$ cat config.mk
export PLATFORM = sky130hd
export DESIGN_NAME = msg_irq_ctrl
export DESIGN_NICKNAME = d
export VERILOG_FILES = /design/src/rtl/msg_irq_pkg.sv /design/src/rtl/irq_lvl_fifo.sv /design/src/rtl/irq_pick.sv /design/src/rtl/irq_stuck_det.sv /design/src/rtl/msg_irq_ctrl.sv
export SDC_FILE = /design/constraint.sdc
export NUM_CORES = 1
export LEC_CHECK = 0
export ABC_AREA = 1
export CAP_MARGIN = 20
export CORE_AREA = 2 2 332 334
export DETAILED_ROUTE_END_ITERATION = 10
export DIE_AREA = 0 0 334 336
export DONT_BUFFER_PORTS = 1
export SYNTH_ARGS = -nofsm -noshare
export SYNTH_HDL_FRONTEND = slang
export SYNTH_SLANG_ARGS = --single-unit
$ cat constraint.sdc
create_clock -name clk -period 15.1 [get_ports clk]
set_input_delay 2.265 -clock clk [delete_from_list [all_inputs] [get_ports clk]]
set_output_delay 2.265 -clock clk [all_outputs]
set_load 0.03 [all_outputs]
$ cat src/rtl/msg_irq_pkg.sv
package msg_irq_pkg;
   localparam int CAUSE_W = 8;
   localparam int RID_W   = 16;
   localparam int SEC_W   = 2;

   typedef struct packed {
      logic [RID_W-1:0]   rid;
      logic [CAUSE_W-1:0] cause;
      logic [SEC_W-1:0]   sec;
   } irq_payload_t;
endpackage

$ cat src/rtl/irq_lvl_fifo.sv
module irq_lvl_fifo
   import msg_irq_pkg::*;
#(
   parameter int DEPTH = 4
) (
   input  logic         clk,
   input  logic         rst_n,
   input  logic         push,
   input  logic         pop,
   input  irq_payload_t din,
   output irq_payload_t head,
   output logic         full,
   output logic         empty
);
   localparam int PTR_W = (DEPTH > 1) ? $clog2(DEPTH) : 1;
   localparam int CNT_W = $clog2(DEPTH + 1);

   if (DEPTH < 1) begin : g_bad_depth
      $error("irq_lvl_fifo: DEPTH must be at least 1");
   end

   irq_payload_t     mem [DEPTH];
   logic [PTR_W-1:0] rd_ptr, wr_ptr, rd_nxt, wr_nxt;
   logic [CNT_W-1:0] cnt;
   logic             do_push, do_pop;

   if (DEPTH == 1) begin : g_single
      assign rd_nxt = '0;
      assign wr_nxt = '0;
   end else if ((DEPTH & (DEPTH - 1)) == 0) begin : g_pow2
      assign rd_nxt = rd_ptr + 1'b1;
      assign wr_nxt = wr_ptr + 1'b1;
   end else begin : g_wrap
      assign rd_nxt = (rd_ptr == PTR_W'(DEPTH - 1)) ? '0 : rd_ptr + 1'b1;
      assign wr_nxt = (wr_ptr == PTR_W'(DEPTH - 1)) ? '0 : wr_ptr + 1'b1;
   end

   assign full    = (cnt == CNT_W'(DEPTH));
   assign empty   = (cnt == '0);
   assign do_push = push && !full;
   assign do_pop  = pop && !empty;
   assign head    = mem[rd_ptr];

   always_ff @(posedge clk) begin
      if (do_push) mem[wr_ptr] <= din;
   end

   always_ff @(posedge clk) begin
      if (!rst_n) begin
         rd_ptr <= '0;
         wr_ptr <= '0;
         cnt    <= '0;
      end else begin
         if (do_push) wr_ptr <= wr_nxt;
         if (do_pop)  rd_ptr <= rd_nxt;
         if (do_push && !do_pop)      cnt <= cnt + 1'b1;
         else if (do_pop && !do_push) cnt <= cnt - 1'b1;
      end
   end
endmodule

$ cat src/rtl/irq_pick.sv
module irq_pick #(
   parameter int NLVL       = 8,
   parameter int STARVE_LIM = 16,
   parameter int AGE_W      = 5,
   localparam int LVL_W     = $clog2(NLVL)
) (
   input  logic             clk,
   input  logic             rst_n,
   input  logic [NLVL-1:0]  ne,
   input  logic             grant,
   output logic [LVL_W-1:0] lvl
);
   localparam int SC_W = $clog2(STARVE_LIM + 2);
   localparam logic [AGE_W-1:0] AGE_MAX = '1;

   if (NLVL < 2) begin : g_bad_nlvl
      $error("irq_pick: NLVL must be at least 2");
   end

   logic [AGE_W-1:0] age [NLVL];
   logic [SC_W-1:0]  scnt;
   logic [LVL_W-1:0] top, old;
   logic             lower_any, found, use_inv;
   logic [AGE_W-1:0] best;

   always_comb begin
      top = '0;
      for (int l = 0; l < NLVL; l++)
         if (ne[l]) top = LVL_W'(l);
      lower_any = 1'b0;
      found     = 1'b0;
      best      = '0;
      old       = '0;
      for (int l = 0; l < NLVL; l++) begin
         if (ne[l] && (l < int'(top))) begin
            lower_any = 1'b1;
            if (!found || age[l] >= best) begin
               found = 1'b1;
               best  = age[l];
               old   = LVL_W'(l);
            end
         end
      end
   end

   if (STARVE_LIM > 0) begin : g_inv
      assign use_inv = lower_any && (scnt == SC_W'(STARVE_LIM));
   end else begin : g_no_inv
      assign use_inv = 1'b0;
   end

   assign lvl = use_inv ? old : top;

   always_ff @(posedge clk) begin
      if (!rst_n) begin
         scnt <= '0;
         for (int l = 0; l < NLVL; l++) age[l] <= '0;
      end else if (grant) begin
         if (use_inv)        scnt <= '0;
         else if (lower_any) scnt <= scnt + 1'b1;
         else                scnt <= '0;
         for (int l = 0; l < NLVL; l++)
            age[l] <= (ne[l] && (LVL_W'(l) != lvl)) ?
                      ((age[l] == AGE_MAX) ? age[l] : age[l] + 1'b1) : '0;
      end
   end
endmodule

$ cat src/rtl/irq_stuck_det.sv
module irq_stuck_det
   import msg_irq_pkg::*;
#(
   parameter int STUCK_LIM = 8
) (
   input  logic               clk,
   input  logic               rst_n,
   input  logic               arrive,
   input  logic [RID_W-1:0]   rid,
   input  logic [CAUSE_W-1:0] cause,
   input  logic               ack,
   output logic               flag,
   output logic [RID_W-1:0]   frid,
   output logic [CAUSE_W-1:0] fcause
);
   localparam int CW = $clog2(STUCK_LIM + 1);

   if (STUCK_LIM < 2) begin : g_bad_lim
      $error("irq_stuck_det: STUCK_LIM must be at least 2");
   end

   logic [CW-1:0]      cnt, cnt_nxt;
   logic [RID_W-1:0]   last_rid;
   logic [CAUSE_W-1:0] last_cause;
   logic               same;

   assign same = (rid == last_rid) && (cause == last_cause);

   always_comb begin
      cnt_nxt = ack ? '0 : cnt;
      if (arrive) begin
         if (!ack && same)
            cnt_nxt = (cnt == CW'(STUCK_LIM)) ? cnt : cnt + 1'b1;
         else
            cnt_nxt = CW'(1);
      end
   end

   always_ff @(posedge clk) begin
      if (!rst_n) begin
         cnt        <= '0;
         last_rid   <= '0;
         last_cause <= '0;
         flag       <= 1'b0;
         frid       <= '0;
         fcause     <= '0;
      end else begin
         cnt <= cnt_nxt;
         if (arrive) begin
            last_rid   <= rid;
            last_cause <= cause;
         end
         if (arrive && (cnt_nxt == CW'(STUCK_LIM)) && !flag) begin
            flag   <= 1'b1;
            frid   <= rid;
            fcause <= cause;
         end
      end
   end
endmodule

$ cat src/rtl/msg_irq_ctrl.sv
module msg_irq_ctrl
   import msg_irq_pkg::*;
#(
   parameter int          PRIO_W     = 3,
   parameter int          DEPTH      = 4,
   parameter int          CORE_W     = 4,
   parameter int          CORE_ID    = 0,
   parameter int          STARVE_LIM = 16,
   parameter int          STUCK_LIM  = 8,
   parameter int          AGE_W      = 5,
   localparam int         NLVL       = 1 << PRIO_W
) (
   input  logic               clk,
   input  logic               rst_n,
   input  logic               msg_valid,
   input  logic [CORE_W-1:0]  msg_core,
   input  logic [PRIO_W-1:0]  msg_prio,
   input  logic [CAUSE_W-1:0] msg_cause,
   input  logic [RID_W-1:0]   msg_rid,
   input  logic [SEC_W-1:0]   msg_sec,
   output logic               irq_valid,
   input  logic               irq_ready,
   output logic [PRIO_W-1:0]  irq_prio,
   output logic [CAUSE_W-1:0] irq_cause,
   output logic [RID_W-1:0]   irq_rid,
   output logic [SEC_W-1:0]   irq_sec,
   output logic [NLVL-1:0]    ovf_flags,
   output logic               stuck_flag,
   output logic [RID_W-1:0]   stuck_rid,
   output logic [CAUSE_W-1:0] stuck_cause
);
   if (CORE_ID >= (1 << CORE_W)) begin : g_bad_core
      $error("msg_irq_ctrl: CORE_ID does not fit in CORE_W bits");
   end

   irq_payload_t      in_pl, out_pl;
   irq_payload_t      heads [NLVL];
   logic [NLVL-1:0]   full, empty, push, pop;
   logic [PRIO_W-1:0] sel_lvl, out_lvl;
   logic              accept, hs, load, out_v;

   assign in_pl  = '{rid: msg_rid, cause: msg_cause, sec: msg_sec};
   assign accept = msg_valid && (msg_core == CORE_W'(CORE_ID));
   assign hs     = out_v && irq_ready;
   assign load   = (!out_v || hs) && !(&empty);

   for (genvar g = 0; g < NLVL; g++) begin : g_lvl
      assign push[g] = accept && (msg_prio == PRIO_W'(g));
      assign pop[g]  = load && (sel_lvl == PRIO_W'(g));

      irq_lvl_fifo #(.DEPTH(DEPTH)) u_fifo (
         .clk(clk), .rst_n(rst_n), .push(push[g]), .pop(pop[g]),
         .din(in_pl), .head(heads[g]), .full(full[g]), .empty(empty[g])
      );

      always_ff @(posedge clk) begin
         if (!rst_n)                ovf_flags[g] <= 1'b0;
         else if (push[g] && full[g]) ovf_flags[g] <= 1'b1;
      end
   end

   irq_pick #(.NLVL(NLVL), .STARVE_LIM(STARVE_LIM), .AGE_W(AGE_W)) u_pick (
      .clk(clk), .rst_n(rst_n), .ne(~empty), .grant(load), .lvl(sel_lvl)
   );

   always_ff @(posedge clk) begin
      if (!rst_n) begin
         out_v   <= 1'b0;
         out_lvl <= '0;
         out_pl  <= '0;
      end else if (load) begin
         out_v   <= 1'b1;
         out_lvl <= sel_lvl;
         out_pl  <= heads[sel_lvl];
      end else if (hs) begin
         out_v   <= 1'b0;
      end
   end

   irq_stuck_det #(.STUCK_LIM(STUCK_LIM)) u_stuck (
      .clk(clk), .rst_n(rst_n), .arrive(accept), .rid(msg_rid),
      .cause(msg_cause), .ack(hs), .flag(stuck_flag), .frid(stuck_rid),
      .fcause(stuck_cause)
   );

   assign irq_valid = out_v;
   assign irq_prio  = out_lvl;
   assign irq_cause = out_pl.cause;
   assign irq_rid   = out_pl.rid;
   assign irq_sec   = out_pl.sec;
endmodule

==> impl_results.md, run 1 <==
* Status: complete, no violations
* Vias at 29100
* Reg-to-reg setup timing slack at 2910 ps
* Most frequent CP cell: nand2_1
* Fin nets at 3982
* Area delta synth->final at 11.5%
* Hold endpoint: u_stuck.last_rid[0]
* PwrDens at 198 nW/um^2
* Worst R2R End: g_lvl[1].u_fifo.cnt[1]
* RSZ-0062 raised after global routing: false
* Top FF cell, synth: edfxtp_1
* Largest net degree at the start of global routing at 94
* Drt first-iter violations at 3770
* Slowest stage delay, CP at 740 ps
* Share of cells above drive strength 1 at 7.32%
* Gate Count Post-Synth at 3884
* Asr flop ratio synth at 0%
* Fin. Hold Viols at 0
* Worst reg2reg startpoint: g_lvl[4].u_fifo.cnt[0]
* CP max-delay cell: nand2_4
* CTS Buf Count at 106
* Die footprint at 112000 sq um
* First-pass GRT wire length at 176000 um
* Pre-antenna DRT Iters at 7
* GP Congestion at 0.876
* Chip height at 336 um
* Grt ovf at 0
* Clock transition at path regs at 60 ps
* Req. time, crit path at 15670 ps
* R2R depth at 80
* Final TNS setup at 0 ps
* Initial Util at 39.9%
* Vias in the first global route at 26700
* Bufs and invs on worst path at 10
* Post-CTS sizing at 0
* CTS tree: built
* Synth unique cells at 46
* DP HPWL at 71700 um
* Hold Buf Count CTS at 0
* Slew HR at 31.7%
* Worst path arrival time at 12760 ps
* Tmin final at 12190 ps
* Max-slew violation count at 0
* Core Util, Final at 44.5%
* Startpoint Class: flip-flop
* Layout fillers at 9948
* Hold-critical path depth at 2
* Worst vdd ir at 0.163 mV
* Synth warnings at 0
* Crit-path max FO at 54
* Num ports at 100
* Crit. End Element: flip-flop
* CP top delay family: simple AND/OR/NAND/NOR gates
* Post-synth EDFFs at 867
* Tightest Pin Transition at 1020 ps
* Syn avg cell area at 11.1 sq um
* Tcrit/Tclk final at 80.7%
* Final wirelength at 120000 um
* HP Class: flip-flop to flip-flop
* Post-Syn Nets at 4017
* CTS max path bufs at 3
* Antenna violations before repair at 7
* Wire per inst at 22.3 um
* Root buffer cell: clkbuf_16
* DRT antenna net count at 0
* Std-Cell Core Area at 108000 sq um
* Chip Width at 334 um
* Top cells by area, synth: edfxtp_1 (60%), dfxtp_1 (7.8%), o21ai_0 (5.7%), nand2_1 (5.1%), nor2_1 (4.5%)
* FF+latch count, synth at 1035
* Worst hold start: u_stuck.last_rid[0]
* Clk_lat worst skew at 690 ps
* Seq/Total Area, Yosys at 68.0%
* Largest area contributor in the netlist: edfxtp_1
* Worst Skew at 29.0 ps
* Worst Setup Path Type: flip-flop to flip-flop
* DRC at 0
* Lkg Pwr at 17.2 nW
* Max-cap viol count at 0
* Tot GR Track Use at 21.0%
* Finish-stage setup viols at 0
* Std cell rows at 121
* Total setup buffers inserted after CTS at 0
* Fmax at 0.0820 GHz
* Post-synth top area share at 60.2%
* Syn Std Cell Area at 43200 sq um
* Drt via density at 5.43
* Clock Sinks at 1035
* PortBufs at 0
* H-tree levels at 3
layout by cell type (no fill, tap or decap), types with 8 or more instances in the layout:
| cell type | Yosys | layout |
|---|---|---|
| nand3_1 | 223 | 223 |
| inv_1 | 233 | 226 |
| clkinv_2 | 0 | 16 |
| a21oi_1 | 141 | 141 |
| nor2_1 | 520 | 486 |
| nor3_1 | 16 | 16 |
| clkbuf_16 | 0 | 108 |
| bufinv_16 | 0 | 10 |
| clkinv_1 | 1 | 22 |
| nand4_1 | 11 | 11 |
| nor2_2 | 5 | 35 |
| a32oi_1 | 26 | 26 |
| inv_2 | 9 | 9 |
| o21ai_0 | 494 | 494 |
| xnor2_1 | 12 | 12 |
| edfxtp_1 | 867 | 867 |
| o22ai_1 | 185 | 185 |
| nor2_4 | 4 | 8 |
| xor2_1 | 29 | 29 |
| clkbuf_8 | 0 | 10 |
| buf_4 | 10 | 65 |
| fa_1 | 8 | 8 |
| ha_1 | 88 | 88 |
| clkbuf_1 | 148 | 27 |
| dfxtp_1 | 168 | 166 |
| nand2_1 | 586 | 586 |
worst reg2reg max path: cells and delay by family (launching register included):
kind | cells | cell delay [ps]
DFF | 1 | 360
buffers and inverters | 10 | 850
adders and majority gates | 8 | 2380
AOI/OAI and AO/OA | 33 | 3930
and+or+nand+nor | 29 | 4530
kinds of logic after synthesis:
family          synth area share [%]
compound gates                  10.9
simple gates                    13.2
buf+inv                         4.11
fa+ha+maj                       2.92
flops                           68.0
xor+xnor                       0.831
stage by stage:
stage          worst slack (ps)  hold slack (ps)  area (sq um)  cells  power, W
3_3_place_gp               3020              453         44700   5155   0.00693
3_5_place_dp               2910              466         44700   5155   0.00694
6_report                   2910              474         48200   5353   0.00956
2_1_floorplan              4900              433         43200   3884   0.00574
4_1_cts                    2870              474         48200   5350   0.00954
5_1_grt                    1460              488         48200   5350    0.0101
synth_stat cells (2+ instances only):
library cell / count
edfxtp_1: 867
nand2_1: 586
nor2_1: 520
o21ai_0: 494
inv_1: 233
nand3_1: 223
o22ai_1: 185
dfxtp_1: 168
clkbuf_1: 148
a21oi_1: 141
ha_1: 88
xor2_1: 29
a32oi_1: 26
buf_1: 24
buf_2: 24
nor3_1: 16
xnor2_1: 12
nand4_1: 11
buf_4: 10
inv_2: 9
fa_1: 8
and3_1: 7
nand2_2: 7
a21o_1: 5
nor2_2: 5
o21bai_1: 5
nor2_4: 4
nor4_1: 4
o21ai_1: 3
a21boi_0: 2
buf_6: 2
nand2_4: 2
nor3_2: 2
o211ai_1: 2
final cells by class:
cell class                 count  area (sq um)  share of cell area, %
sequential                  1035         29400                   61.0
multi-input combinational   2398         12200                   25.2
clock buffer                 145          2940                   6.10
tap                         1414          1770                   3.67
inverter                     243           912                   1.89
clock inverter                50           514                   1.07
timing repair buffer          65           488                   1.01
antenna                        3          7.51                 0.0156
power breakdown:
group / switching [W] / internal (W) / leakage (nW)
combinational: 0.00261 / 0.000937 / 6.25
sequential: 0.000174 / 0.00322 / 9.24
clock: 0.00109 / 0.00153 / 1.68
total: 0.00387 / 0.00569 / 17.2
flip-flops by register name, summed over array words and instances (netlist names), named ones only:
signal	flops
g_lvl.u_fifo.cnt	24
irq_prio	3
g_lvl.u_fifo.wr_ptr	16
u_pick.age	35
irq_rid	16
u_stuck.last_cause	8
u_pick.scnt	5
g_lvl.u_fifo.rd_ptr	16
irq_valid	1
ovf_flags	8
u_stuck.cnt	4
u_stuck.fcause	8
irq_sec	2
u_stuck.frid	16
u_stuck.last_rid	16
irq_cause	8
g_lvl.u_fifo.mem	832
u_stuck.flag	1
worst max path at each step:
stage | startpoint | cells after the start | end
after global placement | g_lvl[4].u_fifo.cnt[0] | 79 | g_lvl[1].u_fifo.cnt[1]
final | g_lvl[4].u_fifo.cnt[0] | 80 | g_lvl[1].u_fifo.cnt[1]
after floorplan | g_lvl[2].u_fifo.cnt[0] | 87 | g_lvl[3].u_fifo.cnt[1]
after detailed placement | g_lvl[4].u_fifo.cnt[0] | 80 | g_lvl[1].u_fifo.cnt[1]
after CTS | g_lvl[4].u_fifo.cnt[0] | 80 | g_lvl[1].u_fifo.cnt[1]
after global routing | g_lvl[2].u_fifo.cnt[0] | 84 | g_lvl[1].u_fifo.cnt[1]
metal layers:
metal | routed length (um) | share of wire (%) | global-route usage (%)
met5 | 177 | 0.15 | 0.681
met4 | 3100 | 2.6 | 5.90
met3 | 11800 | 9.8 | 6.00
met2 | 51600 | 43 | 30.5
met1 | 53000 | 44 | 30.4
Power figures use the tool's default switching activity.
==> inputs of run 2 (changes only) <==
==> constraint.sdc (replaced) <==
create_clock -name clk -period 11.8 [get_ports clk]
set_input_delay 1.77 -clock clk [delete_from_list [all_inputs] [get_ports clk]]
set_output_delay 1.77 -clock clk [all_outputs]
set_load 0.03 [all_outputs]
==> run 2 against run 1 <==
Net effect:
- largest cell class unchanged
- clock skew increased by 1.5 ps
- maximum frequency increased by 14%
- critical path depth increased by 3
- highest routed layer unchanged
- first-iteration DRC count decreased by 15%
- largest power group unchanged
- sequential share of layout area about the same
- routed wire length decreased by 0.44%
- non-clock buffer count increased by 4
- via count increased by 0.13%
==> impl_results.md, run 2 (synthesis results as in run 1) <==
* First-pass GRT wire length at 174000 um (was 176000 um)
* Biggest register: g_lvl.u_fifo.mem (unchanged)
* Sw Share at 40.9% (was 40.5%)
* CTS Buf Count at 103 (was 106)
* Drt first-iter violations at 3219 (was 3770)
* Antenna violations before repair at 5 (was 7)
* Status: complete, no violations (unchanged)
* Grt ovf at 0 (unchanged)
* Chip Width at 334 um (unchanged)
* Fin nets at 3984 (was 3982)
* Fmax at 0.0932 GHz (was 0.0820 GHz)
* Pwr Total at 0.0122 W (was 0.00956 W)
* Worst Setup Path Type: flip-flop to flip-flop (unchanged)
* Largest net degree at the start of global routing at 94 (unchanged)
* Std-Cell Core Area at 108000 sq um (unchanged)
* Worst R2R End: irq_sec[0] (was g_lvl[1].u_fifo.cnt[1])
* Hold Buf Count CTS at 0 (unchanged)
* Pre-antenna DRT Iters at 5 (was 7)
* Wire per inst at 22.2 um (was 22.3 um)
* PortBufs at 0 (unchanged)
* Clk_lat worst skew at 680 ps (was 690 ps)
* Cell Int Power at 0.00722 W (was 0.00569 W)
* Std cell rows at 121 (unchanged)
* Worst reg2reg startpoint: g_lvl[1].u_fifo.cnt[0] (was g_lvl[4].u_fifo.cnt[0])
* Slowest stage delay, CP at 580 ps (was 740 ps)
* Crit. End Element: flip-flop (unchanged)
* GP Congestion at 0.863 (was 0.876)
* Num ports at 100 (unchanged)
* Top flop regs: g_lvl.u_fifo.mem (832), u_pick.age (35), g_lvl.u_fifo.cnt (24) (unchanged)
* Area delta synth->final at 11.5% (about the same)
* Sequential power share at 35.8% (was 35.5%)
* Vias at 29100 (about the same)
* Startpoint Class: flip-flop (unchanged)
* Most frequent CP cell: nand2_1 (unchanged)
* Clock transition at path regs at 60 ps (about the same)
* Tightest Pin Transition at 1120 ps (was 1020 ps)
* Chip height at 336 um (unchanged)
* Slew HR at 25.0% (was 31.7%)
* Bufs and invs on worst path at 10 (unchanged)
* Lkg Pwr at 17.2 nW (about the same)
* Worst setup endpoint: irq_sec[0] (was g_lvl[1].u_fifo.cnt[1])
* DRC at 0 (unchanged)
* Die footprint at 112000 sq um (unchanged)
* PwrDens at 253 nW/um^2 (was 198 nW/um^2)
* Layout fillers at 10000 (was 9948)
* WP depth at 83 (was 80)
* DP HPWL at 70600 um (was 71700 um)
* Drt via density at 5.44 (was 5.43)
* Tcrit/Tclk final at 91.0% (was 80.7%)
* Tmin final at 10740 ps (was 12190 ps)
* DRT antenna net count at 0 (unchanged)
* CTS tree: built (unchanged)
* Clock power frac at 26.6% (was 27.4%)
* Max-slew violation count at 0 (unchanged)
* Max-cap viol count at 0 (unchanged)
* CP top delay family: compound AO/OA/AOI/OAI gates (was simple AND/OR/NAND/NOR gates)
* Req. time, crit path at 12420 ps (was 15670 ps)
* Worst Skew at 30.5 ps (was 29.0 ps)
* Reg-to-reg setup timing slack at 1060 ps (was 2910 ps)
* Worst vdd ir at 0.330 mV (was 0.163 mV)
* Gate power share at 37.5% (was 37.1%)
* Final TNS setup at 0 ps (unchanged)
* Worst path arrival time at 11350 ps (was 12760 ps)
* Vias in the first global route at 26500 (was 26700)
* CTS max path bufs at 3 (unchanged)
* Share of cells above drive strength 1 at 7.82% (was 7.32%)
* Core Util, Final at 44.5% (about the same)
* H-tree levels at 3 (unchanged)
* Final wirelength at 119000 um (was 120000 um)
* Commonest non-fill, non-tap cell in the layout: edfxtp_1 (unchanged)
* R2R depth at 83 (was 80)
* Most frequent cells in the layout: edfxtp_1 (867), nand2_1 (580), o21ai_0 (494) (was edfxtp_1 (867), nand2_1 (586), o21ai_0 (494))
* CP max-delay cell: buf_4 (was nand2_4)
* Crit. Startpoint: g_lvl[1].u_fifo.cnt[0] (was g_lvl[4].u_fifo.cnt[0])
* Clock Sinks at 1035 (unchanged)
* Tot GR Track Use at 20.7% (was 21.0%)
* Initial Util at 39.9% (unchanged)
* NetSw at 0.00499 W (was 0.00387 W)
* Fin. Hold Viols at 0 (unchanged)
* Root buffer cell: clkbuf_16 (unchanged)
* Crit-path max FO at 52 (was 54)
* Finish-stage setup viols at 0 (unchanged)
* Max reg flops at 832 (unchanged)
* HP Class: flip-flop to flip-flop (unchanged)
-- run 2: through the flow --
| stage | hold WS (ps) | area [sq um] | worst slack [ps] | cells |
|---|---|---|---|---|
| 5_1_grt | 486 | 48200 | -64.6 | 5354 |
| 4_1_cts | 465 | 48100 | 341 | 5349 |
| 2_1_floorplan | 433 | 43200 | 1600 | 3884 |
| 6_report | 459 | 48200 | 1060 | 5358 |
| 3_3_place_gp | 451 | 44700 | 470 | 5155 |
| 3_5_place_dp | 456 | 44700 | 404 | 5155 |
-- run 2: layer usage --
layer | GRT usage (%) | wire length [um] | vias up
met2 | 30.3 | 51300 | 1085
li1 | - | - | 13600
met5 | 0 | 22 | -
met3 | 6.45 | 12400 | 190
met4 | 6.37 | 3450 | 4
met1 | 29.5 | 51800 | 14200
-- run 2: final cells by class --
type / count / area (sq um) / share of cell area, %
multi-input combinational: 2399 / 12200 / 25.4
antenna: 4 / 10.0 / 0.0208
tap: 1414 / 1770 / 3.67
sequential: 1035 / 29400 / 61.0
timing repair buffer: 69 / 526 / 1.09
clock buffer: 148 / 2920 / 6.07
inverter: 243 / 915 / 1.90
clock inverter: 46 / 422 / 0.875
-- run 2: how the worst min path moves through the flow --
| stage | from | end | cells past startpoint |
|---|---|---|---|
| floorplan | g_lvl[4].u_fifo.rd_ptr[1] | flip-flop | 2 |
| finish | g_lvl[4].u_fifo.rd_ptr[1] | g_lvl[4].u_fifo.rd_ptr[1] | 2 |
| CTS | g_lvl[4].u_fifo.rd_ptr[1] | g_lvl[4].u_fifo.rd_ptr[1] | 2 |
| global route | g_lvl[4].u_fifo.rd_ptr[1] | g_lvl[4].u_fifo.rd_ptr[1] | 2 |
| detailed placement | g_lvl[4].u_fifo.rd_ptr[1] | flip-flop | 2 |
| global placement | g_lvl[4].u_fifo.rd_ptr[1] | g_lvl[4].u_fifo.rd_ptr[1] | 2 |
-- run 2: worst reg2reg max path: cells and delay by family (launching register included) --
| family | cells | cell delay [ps] |
|---|---|---|
| AO/OA/AOI/OAI | 30 | 3550 |
| adder cells (fa/ha/maj) | 6 | 1670 |
| buffers and inverters | 10 | 1510 |
| flip-flops | 1 | 410 |
| AND/OR/NAND/NOR | 37 | 3550 |
-- run 2: repair_timing --
item                                    4_1_cts  5_1_grt
buffers inserted                              0        4
gates resized for setup                       0       22
endpoints found under the setup margin        0      152
endpoints found under the hold margin         0        0
-- run 2: power by group through the flow --
stage | Sequential, W | Combinational (W) | Clock [W]
3_5_place_dp | 0.00444 | 0.00441 | 0
2_1_floorplan | 0.00434 | 0.00301 | 0
6_report | 0.00437 | 0.00458 | 0.00325
3_3_place_gp | 0.00444 | 0.00439 | 0
5_1_grt | 0.00439 | 0.00502 | 0.00343
4_1_cts | 0.00436 | 0.00443 | 0.00330
